$ cat config.mk
export PLATFORM = sky130hd
export DESIGN_NAME = strobe_bus_master
export DESIGN_NICKNAME = d
export VERILOG_FILES = /design/src/rtl/strobe_bus_pkg.sv /design/src/rtl/strobe_bus_timer.sv /design/src/rtl/strobe_bus_ctrl.sv /design/src/rtl/strobe_bus_datapath.sv /design/src/rtl/strobe_bus_master.sv
export SDC_FILE = /design/constraint.sdc
export NUM_CORES = 1
export LEC_CHECK = 0
export BUFFER_PORTS_ARGS = -buffer_cell sky130_fd_sc_hd__buf_2
export CAP_MARGIN = 20
export CORE_MARGIN = 2
export CORE_UTILIZATION = 49
export DETAILED_ROUTE_END_ITERATION = 8
export PLACE_DENSITY_LB_ADDON = 0.12
export SETUP_SLACK_MARGIN = 0.4
export SYNTH_ARGS = -nofsm -noshare
export SYNTH_HDL_FRONTEND = slang
export SYNTH_SLANG_ARGS = --single-unit
$ cat constraint.sdc
create_clock -name clk -period 2.3 [get_ports clk]
set_clock_uncertainty 0.1 [all_clocks]
set_input_delay 0.345 -clock clk [delete_from_list [all_inputs] [get_ports clk]]
set_output_delay 0.345 -clock clk [all_outputs]
set_load 0.02 [all_outputs]
$ cat src/rtl/strobe_bus_pkg.sv
package strobe_bus_pkg;

  typedef enum logic [1:0] {
    PH_IDLE   = 2'd0,
    PH_SETUP  = 2'd1,
    PH_STROBE = 2'd2,
    PH_HOLD   = 2'd3
  } phase_t;

  function automatic int unsigned max2(input int unsigned a, input int unsigned b);
    return (a > b) ? a : b;
  endfunction

endpackage

$ cat src/rtl/strobe_bus_timer.sv
module strobe_bus_timer #(
  parameter int CNT_W = 3
) (
  input  logic             clk,
  input  logic             rst,
  input  logic             load,
  input  logic [CNT_W-1:0] load_val,
  output logic             zero
);

  logic [CNT_W-1:0] cnt;

  always_ff @(posedge clk) begin
    if (rst) begin
      cnt <= '0;
    end else if (load) begin
      cnt <= load_val;
    end else if (cnt != '0) begin
      cnt <= cnt - 1'b1;
    end
  end

  assign zero = (cnt == '0);

endmodule

$ cat src/rtl/strobe_bus_ctrl.sv
module strobe_bus_ctrl
  import strobe_bus_pkg::*;
#(
  parameter int CNT_W = 3
) (
  input  logic             clk,
  input  logic             rst,
  input  logic             req_valid,
  input  logic             req_write,
  input  logic [CNT_W-1:0] rd_wait,
  input  logic [CNT_W-1:0] wr_wait,
  input  logic [CNT_W-1:0] stb_len,
  input  logic             tmr_zero,
  output logic             tmr_load,
  output logic [CNT_W-1:0] tmr_val,
  output logic             accept,
  output logic             capture,
  output logic             req_ready,
  output logic             bus_stb,
  output logic             bus_doe,
  output logic             done
);

  phase_t ph;
  logic   wr_q;

  assign accept  = (ph == PH_IDLE) && req_valid;
  assign capture = (ph == PH_STROBE) && tmr_zero && !wr_q;

  // timer reload points: wait before strobe, then strobe width
  always_comb begin
    tmr_load = 1'b0;
    tmr_val  = '0;
    if (accept) begin
      tmr_load = 1'b1;
      tmr_val  = req_write ? (wr_wait - 1'b1) : (rd_wait - 1'b1);
    end else if ((ph == PH_SETUP) && tmr_zero) begin
      tmr_load = 1'b1;
      tmr_val  = stb_len - 1'b1;
    end
  end

  always_ff @(posedge clk) begin
    if (rst) begin
      ph        <= PH_IDLE;
      wr_q      <= 1'b0;
      req_ready <= 1'b1;
      bus_stb   <= 1'b0;
      bus_doe   <= 1'b0;
      done      <= 1'b0;
    end else begin
      done <= 1'b0;
      unique case (ph)
        PH_IDLE: begin
          if (req_valid) begin
            ph        <= PH_SETUP;
            wr_q      <= req_write;
            bus_doe   <= req_write;
            req_ready <= 1'b0;
          end
        end
        PH_SETUP: begin
          if (tmr_zero) begin
            ph      <= PH_STROBE;
            bus_stb <= 1'b1;
          end
        end
        PH_STROBE: begin
          if (tmr_zero) begin
            ph      <= PH_HOLD;
            bus_stb <= 1'b0;
          end
        end
        PH_HOLD: begin
          ph        <= PH_IDLE;
          bus_doe   <= 1'b0;
          req_ready <= 1'b1;
          done      <= 1'b1;
        end
        default: ph <= PH_IDLE;
      endcase
    end
  end

endmodule

$ cat src/rtl/strobe_bus_datapath.sv
module strobe_bus_datapath #(
  parameter int ADDR_W = 16,
  parameter int DATA_W = 16
) (
  input  logic              clk,
  input  logic              rst,
  input  logic              accept,
  input  logic              capture,
  input  logic              req_write,
  input  logic [ADDR_W-1:0] req_addr,
  input  logic [DATA_W-1:0] req_wdata,
  input  logic [DATA_W-1:0] bus_din,
  output logic [ADDR_W-1:0] bus_addr,
  output logic              bus_dir,
  output logic [DATA_W-1:0] bus_dout,
  output logic [DATA_W-1:0] rd_data
);

  always_ff @(posedge clk) begin
    if (rst) begin
      bus_addr <= '0;
      bus_dir  <= 1'b0;
      bus_dout <= '0;
    end else if (accept) begin
      bus_addr <= req_addr;
      bus_dir  <= req_write;
      bus_dout <= req_wdata;
    end
  end

  // read word taken at the edge that ends the strobe
  always_ff @(posedge clk) begin
    if (rst) begin
      rd_data <= '0;
    end else if (capture) begin
      rd_data <= bus_din;
    end
  end

endmodule

$ cat src/rtl/strobe_bus_master.sv
module strobe_bus_master
  import strobe_bus_pkg::*;
#(
  parameter int ADDR_W    = 16,
  parameter int DATA_W    = 16,
  parameter int ADDR_WAIT = 2,
  parameter int DATA_WAIT = 3,
  parameter int STB_WIDTH = 2
) (
  input  logic              clk,
  input  logic              rst,
  input  logic              req_valid,
  input  logic              req_write,
  input  logic [ADDR_W-1:0] req_addr,
  input  logic [DATA_W-1:0] req_wdata,
  output logic              req_ready,
  output logic              done,
  output logic [DATA_W-1:0] rd_data,
  output logic [ADDR_W-1:0] bus_addr,
  output logic              bus_dir,
  output logic [DATA_W-1:0] bus_dout,
  output logic              bus_doe,
  input  logic [DATA_W-1:0] bus_din,
  output logic              bus_stb
);

  localparam int WR_WAIT = max2(ADDR_WAIT, DATA_WAIT);
  localparam int MAX_CNT = max2(WR_WAIT, STB_WIDTH);
  localparam int CNT_W   = $clog2(MAX_CNT + 1);

  localparam logic [CNT_W-1:0] RD_WAIT_C = CNT_W'(ADDR_WAIT);
  localparam logic [CNT_W-1:0] WR_WAIT_C = CNT_W'(WR_WAIT);
  localparam logic [CNT_W-1:0] STB_LEN_C = CNT_W'(STB_WIDTH);

  logic             tmr_load;
  logic [CNT_W-1:0] tmr_val;
  logic             tmr_zero;
  logic             accept;
  logic             capture;

  strobe_bus_timer #(.CNT_W(CNT_W)) u_timer (
    .clk      (clk),
    .rst      (rst),
    .load     (tmr_load),
    .load_val (tmr_val),
    .zero     (tmr_zero)
  );

  strobe_bus_ctrl #(.CNT_W(CNT_W)) u_ctrl (
    .clk       (clk),
    .rst       (rst),
    .req_valid (req_valid),
    .req_write (req_write),
    .rd_wait   (RD_WAIT_C),
    .wr_wait   (WR_WAIT_C),
    .stb_len   (STB_LEN_C),
    .tmr_zero  (tmr_zero),
    .tmr_load  (tmr_load),
    .tmr_val   (tmr_val),
    .accept    (accept),
    .capture   (capture),
    .req_ready (req_ready),
    .bus_stb   (bus_stb),
    .bus_doe   (bus_doe),
    .done      (done)
  );

  strobe_bus_datapath #(.ADDR_W(ADDR_W), .DATA_W(DATA_W)) u_dp (
    .clk       (clk),
    .rst       (rst),
    .accept    (accept),
    .capture   (capture),
    .req_write (req_write),
    .req_addr  (req_addr),
    .req_wdata (req_wdata),
    .bus_din   (bus_din),
    .bus_addr  (bus_addr),
    .bus_dir   (bus_dir),
    .bus_dout  (bus_dout),
    .rd_data   (rd_data)
  );

endmodule

==> impl_metrics.yaml <==
layout:
  fraction_of_final_layout_cells_with_drive_strength_greater_than_1_pct: 33.0
  final_cell_area_um2: 2880
  antenna_cells: 0
  layout_common_cells: "104 x sky130_fd_sc_hd__buf_2, 101 x sky130_fd_sc_hd__nand2_1, 57 x sky130_fd_sc_hd__dfxtp_1"
  finish.net_count: 431
  areaGrowthSynthToFinish_pct: 31.7
  layoutNonFillerInstCount: 428
  layout_commonest_cell: "sky130_fd_sc_hd__buf_2"
worst_setup_path:
  worst_path_dominant_cell_family: "compound AO/OA/AOI/OAI gates"
  timing.critical_path.arrival_ps: 1770
  cp_max_fo: 5
  critPathKind: "register to register"
  start_kind: "register"
  end_kind: "register"
  slowest_delay_ps: 390
  standard_cell_with_the_maximum_stage_delay_on_the_critical_path: "sky130_fd_sc_hd__dfxtp_1"
  timing.critical_path.buf_inv: 1
  timing.critical_path.cells: "inv_1, ha_1, o21bai_1, a21oi_1, a311oi_1"
  cp_data_required_time_ps: 2410
global_route:
  global_route.usage.total_pct: 20.1
  global_route.overflow_total: 0
  antenna_found_initial: 0
  first_pass_grt_wire_length_mm: 8.00
  grt_pass1_vias: 1865
  grt_max_degree: 36
power_and_ir_drop:
  ir_worst_vdd_uv: 536
  power.density_cell_area_nw_per_um2: 1150
  total_leakage_power_nw: 1.37
timing:
  postLayoutSetupSlackWorst_ps: 639
  finalSetupViolations: 0
  grt_setup_unrepaired: "no"
  slew_viol_final: 0
  max_slew.worst_pin.slew_ps: 673
  setup_tns_ps: 0
  timing_hold_violations_final: 0
  layout_worst_path_cycle_share_pct: 72.2
  worst_slew_margin_rel_pct: 55.1
  maxClockFrequency_mhz: 602
  finalCriticalPeriod_ps: 1660
placed_design:
  port_bufs: 104
  gp_congestion: 0.709
  place.detailed.instances: 413
  placement.cell_area_um2: 2710
  dp.final_hpwl_mm: 3.43
  preCtsSetupSlack_ps: 609
clock_tree:
  clock_tree.htree_level_count: 3
  post_cts_resize_count: 0
  cts_tree: "done"
  cts_post_setup_buffers_inserted: 0
  clock_latency_ps: 320
  cts.root.buffer_cell: "sky130_fd_sc_hd__clkbuf_8"
  deepest_clock_path_buffer_count: 2
  tritoncts_num_sinks: 57
  cts-buffers-inserted: 9
  clock_edge_transition_at_the_registers_on_the_reported_setup_and_hold_paths_ps: 60
  cts-hold-fix-buffers: 0
yosys:
  most_frequently_used_flop_master_after_synthesis: "sky130_fd_sc_hd__dfxtp_1"
  area_share_of_the_leading_cell_type_in_the_synthesized_netlist_pct: 52.3
  syn_nets: 329
  ys_warn_count: 0
  netlist_area_um2: 2180
  synth_seq_cells: 57
  synth_async_sr_flop_share_pct: 0
  yosys.cell_types.count: 25
  synth-edff-count: 0
  synthTopCellsByArea: "sky130_fd_sc_hd__dfxtp_1 52%, sky130_fd_sc_hd__nand2_1 17%, sky130_fd_sc_hd__a21oi_1 13%"
  post_synth.cell_area_avg_um2: 8.09
  synth_cells: 270
  post_synthesis_sequential_area_ratio_pct: 52.3
  netlist.top_cell.by_area: "sky130_fd_sc_hd__dfxtp_1"
drt:
  drt-total-wl_mm: 4.89
  route.detailed.vias_per_inst: 4.89
  drt.antenna.violating_nets: 0
  total_vias_in_the_final_route: 2094
  drc_violations: 0
  detail_routed_net_length_per_standard_cell_um: 11.4
  drt-initial-drc-count: 108
  drt_pass1_iterations: 4
floorplan:
  core_area_um2: 4320
  rows: 24
  die_area_um2: 5010
  initial_utilization_pct: 50.5
  die_h_um: 70.8
  floorplan.io_pins: 105
  chipWidth_um: 70.8
run_status:
  run_status: "complete, no violations"
flow_run:
  max-cap-violations: 0
hold_path:
  worstHoldPathType: "input pin to register"
[stage by stage]
stage	power, mW	util (%)	hold WS [ps]
4_1_cts	3.33	66.5	139
3_3_place_gp	2.53	62.8	338
5_1_grt	3.53	66.5	151
6_report	3.29	66.5	151
2_1_floorplan	2.23	-	381
3_5_place_dp	2.56	62.8	344
[tightest hold or removal path: stages]
cell	delay (ps)
sky130_fd_sc_hd__buf_2	90
sky130_fd_sc_hd__nand2_1	40
sky130_fd_sc_hd__a21oi_1	50
[registers in the layout, summed over array words and instances, names as in the netlist]
register          cells
u_dp.rd_data         16
u_ctrl.wr_q           1
u_ctrl.bus_doe        1
u_ctrl.bus_stb        1
u_ctrl.req_ready      1
u_timer.cnt           2
u_ctrl.ph             2
u_ctrl.done           1
u_dp.bus_addr        16
u_dp.bus_dout        16
[synthesized netlist by cell type (2+ instances only)]
| cell | n |
|---|---|
| sky130_fd_sc_hd__nand2_1 | 101 |
| sky130_fd_sc_hd__dfxtp_1 | 57 |
| sky130_fd_sc_hd__a21oi_1 | 55 |
| sky130_fd_sc_hd__ha_1 | 7 |
| sky130_fd_sc_hd__buf_2 | 6 |
| sky130_fd_sc_hd__inv_1 | 6 |
| sky130_fd_sc_hd__buf_4 | 5 |
| sky130_fd_sc_hd__nand2b_1 | 4 |
| sky130_fd_sc_hd__buf_1 | 3 |
| sky130_fd_sc_hd__nand3_1 | 3 |
| sky130_fd_sc_hd__nor2_1 | 3 |
| sky130_fd_sc_hd__a21o_1 | 2 |
| sky130_fd_sc_hd__a31o_2 | 2 |
| sky130_fd_sc_hd__clkbuf_1 | 2 |
| sky130_fd_sc_hd__nand3b_1 | 2 |
| sky130_fd_sc_hd__o21ai_0 | 2 |
| sky130_fd_sc_hd__o21bai_1 | 2 |
[worst paths after layout]
kind,slack (ps),depth (start not counted),from,endpoint
max,640,5,u_ctrl.ph[0]$_SDFFE_PP0P_,u_ctrl.ph[0]$_SDFFE_PP0P_
min,150,3,bus_din[7],u_dp.rd_data[7]$_SDFFE_PP0P_
max reg2reg,640,5,u_ctrl.ph[0]$_SDFFE_PP0P_,u_ctrl.ph[0]$_SDFFE_PP0P_
min reg2reg,350,2,u_dp.bus_dout[12]$_SDFFE_PP0P_,u_dp.bus_dout[12]$_SDFFE_PP0P_
[power by group]
part           switching (mW)  internal, mW  leakage, nW  total (mW)
sequential             0.0971          1.19        0.466        1.28
clock                   0.359         0.406       0.0887       0.765
combinational           0.793         0.451        0.810        1.24
total                    1.25          2.04         1.37        3.29
[layer usage]
| metal | wire length (µm) | track usage, % |
|---|---|---|
| met1 | 2220 | 24.7 |
| met2 | 2230 | 32.0 |
| met3 | 377 | 5.98 |
| met4 | 61 | 10.7 |
| met5 | 0 | 0 |
[area by class of cell]
type                       count  area [µm²]
inverter                       6        22.5
fill                         400        1450
multi-input combinational    190         922
timing repair buffer         108         563
tap                           52        65.1
clock buffer                  11         141
clock inverter                 4        20.0
sequential                    57        1140
[cell families after synthesis]
kind of cell / synth area share, %
AOI/OAI and AO/OA: 16.8
DFF: 52.3
and+or+nand+nor: 21.4
buffers and inverters: 5.50
adders and majority gates: 4.01
Note: power is estimated with default switching activity, not from simulation.
